**src/rtl/ata_seq_pkg.sv**
```systemverilog
package ata_seq_pkg;
    localparam int CFG_AW   = 3;
    localparam int DEV_AW   = 3;
    localparam int PREG_W   = DEV_AW + 1;
    localparam int NUM_TIME = 5;
    localparam int T_PSETUP = 0;
    localparam int T_PACT   = 1;
    localparam int T_PREC   = 2;
    localparam int T_DACT   = 3;
    localparam int T_DREC   = 4;
    localparam int A_CTRL   = 5;
    localparam int C_DMAEN  = 0;
    localparam int C_DMARD  = 1;

    typedef enum logic [2:0] {
        ST_IDLE    = 3'd0,
        ST_PSETUP  = 3'd1,
        ST_PACT    = 3'd2,
        ST_PREC    = 3'd3,
        ST_DNEG    = 3'd4,
        ST_DSTRB   = 3'd5
    } seq_state_e;
endpackage

```
**src/rtl/ata_cfg_regs.sv**
```systemverilog
module ata_cfg_regs
    import ata_seq_pkg::*;
#(
    parameter int CNT_W = 8
) (
    input  logic                               clk,
    input  logic                               rst_n,
    input  logic                               cfg_we,
    input  logic [CFG_AW-1:0]                  cfg_addr,
    input  logic [CNT_W-1:0]                   cfg_wdata,
    output logic [NUM_TIME-1:0][CNT_W-1:0]     tim_q,
    output logic                               dma_en_q,
    output logic                               dma_rd_q
);
    typedef struct packed {
        logic [NUM_TIME-1:0][CNT_W-1:0] tim;
        logic                           en;
        logic                           rd;
    } cfg_t;

    cfg_t r_d, r_q;

    always_comb begin
        r_d = r_q;
        for (int i = 0; i < NUM_TIME; i++) begin
            if (cfg_we && cfg_addr == CFG_AW'(i)) begin
                r_d.tim[i] = cfg_wdata;
            end
        end
        if (cfg_we && cfg_addr == CFG_AW'(A_CTRL)) begin
            r_d.en = cfg_wdata[C_DMAEN];
            r_d.rd = cfg_wdata[C_DMARD];
        end
    end

    always_ff @(posedge clk or negedge rst_n) begin
        if (!rst_n) r_q <= '0;
        else        r_q <= r_d;
    end

    assign tim_q    = r_q.tim;
    assign dma_en_q = r_q.en;
    assign dma_rd_q = r_q.rd;
endmodule

```
**src/rtl/ata_phase_timer.sv**
```systemverilog
module ata_phase_timer #(
    parameter int CNT_W = 8
) (
    input  logic             clk,
    input  logic             rst_n,
    input  logic             load,
    input  logic [CNT_W-1:0] load_len,
    output logic             last
);
    logic [CNT_W-1:0] cnt_d, cnt_q;

    always_comb begin
        cnt_d = cnt_q;
        if (load) begin
            // zero is clamped so that no phase is empty
            cnt_d = (load_len == '0) ? CNT_W'(1) : load_len;
        end else if (cnt_q > CNT_W'(1)) begin
            cnt_d = cnt_q - CNT_W'(1);
        end
    end

    always_ff @(posedge clk or negedge rst_n) begin
        if (!rst_n) cnt_q <= CNT_W'(1);
        else        cnt_q <= cnt_d;
    end

    assign last = (cnt_q == CNT_W'(1));
endmodule

```
**src/rtl/ata_seq_fsm.sv**
```systemverilog
module ata_seq_fsm
    import ata_seq_pkg::*;
#(
    parameter int CNT_W  = 8,
    parameter int DATA_W = 16
) (
    input  logic                           clk,
    input  logic                           rst_n,
    input  logic [NUM_TIME-1:0][CNT_W-1:0] tim_q,
    input  logic                           dma_en,
    input  logic                           dma_rd,
    input  logic                           pio_req,
    input  logic                           pio_wr,
    input  logic                           dev_dreq,
    input  logic                           fifo_full,
    input  logic                           fifo_empty,
    input  logic [DATA_W-1:0]              dev_din,
    input  logic                           phase_last,
    output seq_state_e                     state_o,
    output logic                           phase_load,
    output logic [CNT_W-1:0]               phase_len,
    output logic                           word_xfer,
    output logic                           pio_done,
    output logic [DATA_W-1:0]              pio_rdata
);
    typedef struct packed {
        seq_state_e          state;
        logic [DATA_W-1:0]   rdata;
    } fsm_t;

    fsm_t s_d, s_q;
    logic fifo_ok, dma_go;

    always_comb begin
        s_d        = s_q;
        word_xfer  = 1'b0;
        pio_done   = 1'b0;
        phase_load = 1'b0;
        phase_len  = '0;
        fifo_ok    = dma_rd ? !fifo_full : !fifo_empty;
        dma_go     = dma_en && dev_dreq && fifo_ok;

        case (s_q.state)
            ST_IDLE: begin
                if (pio_req)     s_d.state = ST_PSETUP;
                else if (dma_go) s_d.state = ST_DNEG;
            end
            ST_PSETUP: begin
                if (phase_last) s_d.state = ST_PACT;
            end
            ST_PACT: begin
                if (phase_last) begin
                    s_d.state = ST_PREC;
                    if (!pio_wr) s_d.rdata = dev_din;
                end
            end
            ST_PREC: begin
                if (phase_last) begin
                    s_d.state = ST_IDLE;
                    pio_done  = 1'b1;
                end
            end
            ST_DNEG: begin
                if (phase_last) begin
                    s_d.state = (dma_go && !pio_req) ? ST_DSTRB : ST_IDLE;
                end
            end
            ST_DSTRB: begin
                if (phase_last) begin
                    word_xfer = 1'b1;
                    s_d.state = pio_req ? ST_IDLE : ST_DNEG;
                end
            end
            default: s_d.state = ST_IDLE;
        endcase

        if (s_d.state != s_q.state) begin
            phase_load = 1'b1;
            case (s_d.state)
                ST_PSETUP: phase_len = tim_q[T_PSETUP];
                ST_PACT:   phase_len = tim_q[T_PACT];
                ST_PREC:   phase_len = tim_q[T_PREC];
                ST_DNEG:   phase_len = tim_q[T_DREC];
                ST_DSTRB:  phase_len = tim_q[T_DACT];
                default:   phase_len = '0;
            endcase
        end
    end

    always_ff @(posedge clk or negedge rst_n) begin
        if (!rst_n) begin
            s_q.state <= ST_IDLE;
            s_q.rdata <= '0;
        end else begin
            s_q <= s_d;
        end
    end

    assign state_o   = s_q.state;
    assign pio_rdata = s_q.rdata;
endmodule

```
**src/rtl/ata_bus_drive.sv**
```systemverilog
module ata_bus_drive
    import ata_seq_pkg::*;
#(
    parameter int DATA_W = 16
) (
    input  seq_state_e          state,
    input  logic                pio_wr,
    input  logic [PREG_W-1:0]   pio_reg,
    input  logic [DATA_W-1:0]   pio_wdata,
    input  logic [DATA_W-1:0]   fifo_rdata,
    input  logic [DATA_W-1:0]   dev_din,
    input  logic                dma_rd,
    input  logic                word_xfer,
    output logic [1:0]          dev_cs_n,
    output logic [DEV_AW-1:0]   dev_addr,
    output logic                dev_rd_n,
    output logic                dev_wr_n,
    output logic [DATA_W-1:0]   dev_dout,
    output logic                dev_doe,
    output logic                dev_dack_n,
    output logic                fifo_wr_en,
    output logic [DATA_W-1:0]   fifo_wdata,
    output logic                fifo_rd_en
);
    logic in_pio, sel_on, in_dma;

    always_comb begin
        in_pio = (state == ST_PSETUP) || (state == ST_PACT) || (state == ST_PREC);
        sel_on = (state == ST_PSETUP) || (state == ST_PACT);
        in_dma = (state == ST_DNEG) || (state == ST_DSTRB);

        dev_cs_n   = 2'b11;
        if (sel_on) dev_cs_n = pio_reg[DEV_AW] ? 2'b01 : 2'b10;
        dev_addr   = in_pio ? pio_reg[DEV_AW-1:0] : '0;
        dev_rd_n   = !(((state == ST_PACT) && !pio_wr) || ((state == ST_DSTRB) && dma_rd));
        dev_wr_n   = !(((state == ST_PACT) && pio_wr) || ((state == ST_DSTRB) && !dma_rd));
        dev_doe    = (sel_on && pio_wr) || (in_dma && !dma_rd);
        dev_dout   = in_pio ? pio_wdata : fifo_rdata;
        dev_dack_n = !in_dma;
        fifo_wr_en = word_xfer && dma_rd;
        fifo_rd_en = word_xfer && !dma_rd;
        fifo_wdata = dev_din;
    end
endmodule

```
**src/rtl/ata_bus_seq.sv**
```systemverilog
module ata_bus_seq
    import ata_seq_pkg::*;
#(
    parameter int CNT_W  = 8,
    parameter int DATA_W = 16
) (
    input  logic                clk,
    input  logic                rst_n,
    input  logic                cfg_we,
    input  logic [CFG_AW-1:0]   cfg_addr,
    input  logic [CNT_W-1:0]    cfg_wdata,
    input  logic                pio_req,
    input  logic                pio_wr,
    input  logic [PREG_W-1:0]   pio_reg,
    input  logic [DATA_W-1:0]   pio_wdata,
    output logic [DATA_W-1:0]   pio_rdata,
    output logic                pio_done,
    output logic                fifo_wr_en,
    output logic [DATA_W-1:0]   fifo_wdata,
    input  logic                fifo_full,
    output logic                fifo_rd_en,
    input  logic [DATA_W-1:0]   fifo_rdata,
    input  logic                fifo_empty,
    output logic [1:0]          dev_cs_n,
    output logic [DEV_AW-1:0]   dev_addr,
    output logic                dev_rd_n,
    output logic                dev_wr_n,
    output logic [DATA_W-1:0]   dev_dout,
    output logic                dev_doe,
    input  logic [DATA_W-1:0]   dev_din,
    input  logic                dev_dreq,
    output logic                dev_dack_n
);
    logic [NUM_TIME-1:0][CNT_W-1:0] tim_q;
    logic dma_en, dma_rd, phase_load, phase_last, word_xfer;
    logic [CNT_W-1:0] phase_len;
    seq_state_e state;

    ata_cfg_regs #(.CNT_W(CNT_W)) u_cfg (
        .clk(clk), .rst_n(rst_n), .cfg_we(cfg_we), .cfg_addr(cfg_addr),
        .cfg_wdata(cfg_wdata), .tim_q(tim_q), .dma_en_q(dma_en), .dma_rd_q(dma_rd)
    );

    ata_phase_timer #(.CNT_W(CNT_W)) u_tmr (
        .clk(clk), .rst_n(rst_n), .load(phase_load), .load_len(phase_len),
        .last(phase_last)
    );

    ata_seq_fsm #(.CNT_W(CNT_W), .DATA_W(DATA_W)) u_fsm (
        .clk(clk), .rst_n(rst_n), .tim_q(tim_q), .dma_en(dma_en), .dma_rd(dma_rd),
        .pio_req(pio_req), .pio_wr(pio_wr), .dev_dreq(dev_dreq),
        .fifo_full(fifo_full), .fifo_empty(fifo_empty), .dev_din(dev_din),
        .phase_last(phase_last), .state_o(state), .phase_load(phase_load),
        .phase_len(phase_len), .word_xfer(word_xfer), .pio_done(pio_done),
        .pio_rdata(pio_rdata)
    );

    ata_bus_drive #(.DATA_W(DATA_W)) u_drv (
        .state(state), .pio_wr(pio_wr), .pio_reg(pio_reg), .pio_wdata(pio_wdata),
        .fifo_rdata(fifo_rdata), .dev_din(dev_din), .dma_rd(dma_rd),
        .word_xfer(word_xfer), .dev_cs_n(dev_cs_n), .dev_addr(dev_addr),
        .dev_rd_n(dev_rd_n), .dev_wr_n(dev_wr_n), .dev_dout(dev_dout),
        .dev_doe(dev_doe), .dev_dack_n(dev_dack_n), .fifo_wr_en(fifo_wr_en),
        .fifo_wdata(fifo_wdata), .fifo_rd_en(fifo_rd_en)
    );
endmodule

```
**config.mk**
```make
export PLATFORM = sky130hd
export DESIGN_NAME = ata_bus_seq
export DESIGN_NICKNAME = d
export VERILOG_FILES = /design/src/rtl/ata_seq_pkg.sv /design/src/rtl/ata_cfg_regs.sv /design/src/rtl/ata_phase_timer.sv /design/src/rtl/ata_seq_fsm.sv /design/src/rtl/ata_bus_drive.sv /design/src/rtl/ata_bus_seq.sv
export SDC_FILE = /design/constraint.sdc
export NUM_CORES = 1
export LEC_CHECK = 0
export ABC_AREA = 1
export CORE_ASPECT_RATIO = 1.5
export CORE_MARGIN = 1.5
export CORE_UTILIZATION = 30
export CTS_CLUSTER_SIZE = 16
export DETAILED_ROUTE_END_ITERATION = 6
export MAX_ROUTING_LAYER = met4
export PLACE_DENSITY = 0.55
export REMOVE_ABC_BUFFERS = 1
export SYNTH_ARGS = -nofsm -noshare
export SYNTH_HDL_FRONTEND = slang
export SYNTH_SLANG_ARGS = --single-unit
```
**constraint.sdc**
```tcl
create_clock -name clk -period 4.5 [get_ports clk]
set_input_delay 0.45 -clock clk [delete_from_list [all_inputs] [get_ports clk]]
set_output_delay 0.45 -clock clk [all_outputs]
set_load 0.05 [all_outputs]
```
After elaboration in Yosys (flattened, before gate mapping)
Index checks and enable logic that the tools add are counted.
Word-level totals
  bits in writable memories: 0
  word-level logic and storage cells: 91
  memories kept: 0
  register bits: 69
  bits in latches: 0
  ROM bits: 0
Operators by class
  equal/unequal tests: 17
  muxes and demuxes: 25
  $add $sub $neg: 1
  divide/modulo/power cells: 0
  magnitude comparators: 1
  bitwise operators: 1
  shift operators: 0
  $mul: 0
  reductions and logical operators: 36
Operators by type and width (count)
  $pmux 8 s5: 1
  $mux 16: 2
  $mux 8: 4
  $mux 3: 9
  $mux 19: 1
  $eq 3x2->1 const B: 6
  $eq 3x3->1 const B: 6
  $pmux 3 s6: 1
  $logic_and 1x1->1: 17
  $eq 3x1->1 const B: 3
  $eq 8x1->1 const B: 1
  $gt 8x1->1 const B: 1
  $logic_not 1->1: 8
  $logic_not 8->1: 1
  $sub 8x1->8 const B: 1
  $logic_not 3->1: 2
  $logic_or 1x1->1: 6
  $mux 1: 5
  $mux 2: 2
  $ne 3x3->1: 1
  $reduce_and 3->1: 1
  $reduce_bool 2->1: 1
  $not 1->1: 1

Logic depth before layout (Yosys ltp)
  depth after elaboration: 13
  gate-level depth with buffers: 18

Cells and area by module
Synthesis repeated with hierarchy kept, for this count alone.
Second synthesis, totals
  cell total of the unflattened synthesis: 554
  area total of the unflattened synthesis: 4197.8 um^2
By module, submodules not included
  ata_cfg_regs: area each 1725.4 um^2, instances 1, cells an instance 193
  ata_seq_fsm: area each 1291.2 um^2, instances 1, cells an instance 164
  ata_phase_timer: area each 634.4 um^2, instances 1, cells an instance 95
  ata_bus_drive: area each 546.8 um^2, instances 1, cells an instance 102

Worst setup path before layout
OpenSTA, ideal clock, no wires.
  path kind: reg-to-output
  from: reg u_tmr.cnt_q[0]
  to: out fifo_rd_en
  setup slack: 2004 ps
  arrival: 2046 ps
  required time: 4050 ps
  stages on the path, launching flop included: 6
  cells stage by stage: dfstp_2 -> ha_1 -> nand2_4 -> nor2_8 -> inv_2 -> nor3_1
Between the ends
  longest elaborated chain between the ends: 4
Ends and longest elaborated chain
  from (decl): RTL line ata_phase_timer.sv:10  | logic [CNT_W-1:0] cnt_d, cnt_q;
  from (signal assigned): RTL line ata_phase_timer.sv:24  | else cnt_q <= cnt_d;
  $eq 8x1->1: RTL line ata_phase_timer.sv:27  | assign last = (cnt_q == CNT_W'(1));
  $mux 1: RTL line ata_seq_fsm.sv:69  | if (phase_last) begin
  $mux 1: RTL line ata_seq_fsm.sv:43  | case (s_q.state)
  $logic_and 1x1->1: RTL line ata_bus_drive.sv:41  | fifo_rd_en = word_xfer && !dma_rd;
  to (decl): RTL line ata_bus_seq.sv:21  | output logic fifo_rd_en,
Every way passes these cells.

Worst setup path after layout
  from: reg, netlist name u_fsm.state_o[0]
  to: out dev_dout[0]
Between the ends
  longest elaborated chain between the ends: 4
Ends and longest elaborated chain
  $eq 3x1->1 / $eq 3x2->1 (equally long branches): RTL line ata_bus_drive.sv:28  | in_pio = (state == ST_PSETUP) || (state == ST_PACT) || (state == ST_PREC);
  $logic_or 1x1->1: RTL line ata_bus_drive.sv:28
  $logic_or 1x1->1 (*): RTL line ata_bus_drive.sv:28
  $mux 16 (*): RTL line ata_bus_drive.sv:38  | dev_dout = in_pio ? pio_wdata : fifo_rdata;
  to (decl): RTL line ata_bus_seq.sv:28  | output logic [DATA_W-1:0] dev_dout,
Mark *: on every way between the ends. The rest lies on a longest branch, timed or not.

==> summary.md <==
| Metric | Value |
|---|---|
| Top FF cell, synth | `dfrtp_1` |
| TritonRoute pass-1 iters | `4` |
| Number of flops mapped to enable cells by yosys | `0` |
| Most frequent cells in the layout | `129 x clkdlybuf4s50_1, 115 x nand2_1, 68 x dfrtp_1` |
| Final setup vio count | `0` |
| Final hold viol count | `0` |
| Final wirelength | `a little over 10,000 um` |
| Slew @ Worst Pin | `0.9162 ns` |
| Total core area | `12,020 um^2` |
| Worst slew margin | `0.3892` |
| Critical Path Slowest Stage Cell | `clkdlybuf4s50_1` |
| Reg2reg setup slack | `~1.8 ns` |
| Reg-to-reg endpoint | `u_tmr.cnt_q[0]` |
| Total global routing overflow | `0` |
| Worst setup SP type | `flop` |
| Maximum VDD drop | `0.1999 mV` |
| H-Tree Depth | `3` |
| Pwr/cell area | `roughly 340 nW/um^2` |
| Die width | `93.83 um` |
| Worst min-delay path class | `primary input to async pin` |
| Number of fill cells in the layout | `approximately 1,200` |
| Yosys warnings | `0` |
| Root Buffer | `clkbuf_16` |
| Worst skew pair latency | `0.34 ns` |
| Most used cell, CP | `nand2_1` |
| Ant diodes | `0` |
| Max_cap viols | `0` |
| Ports | `131` |
| Total CTS buffers | `9` |
| Gate count of the mapped netlist | `approximately 450` |
| Status | `complete, no violations` |
| Data required, critical path | `between 4 and 5 ns` |
| Die height | `between 100 and 150 um` |
| Lkg Pwr | `roughly 2.5 nW` |
| P&R area growth vs syn | `44.22%` |
| Post-CTS Setup Inserts | `0` |
| TritonCTS Sinks | `69` |
| Critical Path End | `dev_dout[0]` |
| CP bufs+invs | `2` |
| CP cell instances | `inv_2 -> nand2_1 -> nand2_1 -> mux2_2 -> clkdlybuf4s50_1` |
| CP peak stage delay | `roughly 0.70 ns` |
| Initial antenna violation count | `0` |
| Peak Freq | `between 0.3 and 0.4 GHz` |
| Nets | `about 630` |
| Final min period | `approximately 3.2 ns` |
| Buffers added on ports | `130` |
| # resized after CTS | `0` |
| Vias in the first global route | `between 3,000 and 4,000` |
| Syn Area/Cell | `around 8.3 um^2` |
| RSZ-0062 raised after global routing | `no` |
| Largest delay share family, worst path | `buffers and inverters` |
| Worst Reg-to-Reg Cells | `15` |
| Worst-path clk slew | `0.05 ns` |
| Hold-fix buffers at CTS | `0` |
| Slew Viols, Final | `0` |
| PnR worst setup slack | `roughly 1.3 ns` |
| Dpl cells | `approximately 700` |
| Critical Path Stages | `5` |
| Fin Setup TNS | `0 ns` |
| Overall die area | `roughly 13,000 um^2` |
| Final worst-path cycle share | `0.7027` |
| Post-DP HPWL | `7558 um` |
| Sequential share of the synthesized area | `0.4655` |
| GRT Total Usage | `0.1672` |
| Final Non-Filler Cells | `a little over 700` |
| Commonest non-fill, non-tap cell in the layout | `clkdlybuf4s50_1` |
| Number of nets still failing antenna checks after routing | `0` |
| FF-to-FF Start | `u_tmr.cnt_q[0]` |
| WL/cell | `14.05 um` |
| Mapped Area | `about 3700 um^2` |
| Fraction of layout cells with a size suffix above 1 | `0.1148` |
| Minimum setup slack after placement | `around 1.7 ns` |
| Crit path max fanout | `19` |
| DRC Markers | `0` |
| Row count | `49` |
| Largest net degree at the start of global routing | `between 40 and 50` |
| Max clock buf depth | `2` |
| Vias per cell | `about 4.7` |
| Critical Path End Type | `primary output` |
| Flops & latches, synth | `69` |
| DR iter-0 viols | `just over 200` |
| Synth async-reset ratio | `1.000` |
| Worst Setup SP | `u_fsm.state_o[0]` |
| Routed vias | `approximately 3,400` |
| CP Class | `flop to primary output` |
| First-pass GRT wire length | `around 16,000 um` |
| Data arrival, critical path | `around 2.7 ns` |
| Worst Skew | `0.003690 ns` |
| CTS tree | `built` |
| GPL Wtd Cong | `~0.84` |
| Initial cell density of the core | `0.3089` |
| Cell variety after synth | `29` |
-- area by class of cell --
| cell class | count | area (um^2) | share of cell area |
|---|---|---|---|
| repair buffers | 131 | 1304 | 0.2435 |
| flip-flops and latches | 69 | 1728 | 0.3227 |
| clock buffers | 13 | 260.3 | 0.04861 |
| inverters | 42 | 157.7 | 0.02945 |
| well taps | 153 | 191.4 | 0.03576 |
| clock inverters | 3 | 67.56 | 0.01262 |
| multi-input cells | 308 | 1645 | 0.3073 |
-- metrics by stage --
step                      power, mW  utilization  hold slack, ns  cell area, um^2
after floorplan              0.8622            -          0.1544             3531
after global placement        1.025       0.4183          0.4663             5026
after detailed placement      1.031       0.4183          0.4734             5026
after CTS                     1.818       0.4455          0.2954             5354
after global routing          1.883       0.4455          0.3352             5354
final                         1.798       0.4455          0.2492             5354
-- state kept, by name (all words and copies together), names as in the netlist --
signal	count
u_cfg.dma_en_q	1
u_cfg.dma_rd_q	1
u_cfg.tim_q	40
u_fsm.pio_rdata	16
u_fsm.state_o	3
u_tmr.cnt_q	8
-- worst register-to-register path: cells and delay by family, from the launching register on --
kind / cells / cell delay [ns]
simple gates: 13 / 1.76
buf+inv: 1 / 0.08
flops: 1 / 0.55
fa+ha+maj: 1 / 0.19
-- worst min-delay path by stage --
| stage | end | slack [ns] | cells after the start |
|---|---|---|---|
| 6_report | u_tmr.cnt_q[6] | 0.25 | 1 |
| 5_1_grt | u_cfg.tim_q[5] | 0.34 | 1 |
| 4_1_cts | u_cfg.tim_q[26] | 0.30 | 1 |
| 3_5_place_dp | u_cfg.tim_q[34] | 0.47 | 2 |
| 3_3_place_gp | u_cfg.tim_q[29] | 0.47 | 2 |
| 2_1_floorplan | u_cfg.dma_en_q | 0.15 | 0 |
-- power by group --
part | switching (mW) | internal [mW] | leakage (nW)
Clock | 0.264 | 0.516 | 0.156
Sequential | 0.0402 | 0.692 | 0.877
Combinational | 0.157 | 0.129 | 1.46
-- metal layers --
layer	wire length, um	up-vias	GRT usage
met5	0	-	-
met4	184	0	0.06991
met3	652	13	0.04372
met2	5378	118	0.3009
met1	3889	1603	0.1670
li1	-	1677	-
-- logic make-up after synthesis --
logic type,after synthesis,synth area share
fa+ha+maj,2,0.006740
xor+xnor,1,0.002360
simple gates,205,0.2400
buf+inv,69,0.09134
compound gates,68,0.09707
mux,32,0.09707
flops,69,0.4655
-- Yosys cell counts, types with 2 or more instances --
master / instances / share of area
inv_2: 5 / 0.0051
o22ai_1: 3 / 0.0051
nand2_2: 5 / 0.0084
nor3_1: 6 / 0.0081
buf_4: 17 / 0.034
nand2_1: 115 / 0.12
o21ai_0: 48 / 0.065
nor2_4: 2 / 0.0061
a21oi_1: 6 / 0.0081
nor2_1: 39 / 0.039
buf_6: 2 / 0.0061
ha_1: 2 / 0.0067
nand3_1: 22 / 0.030
clkbuf_1: 7 / 0.0071
inv_1: 36 / 0.036
dfrtp_1: 68 / 0.46
o21ai_1: 8 / 0.011
mux2_2: 32 / 0.097
nand4_1: 13 / 0.022
(Power assumes the default switching activity.)
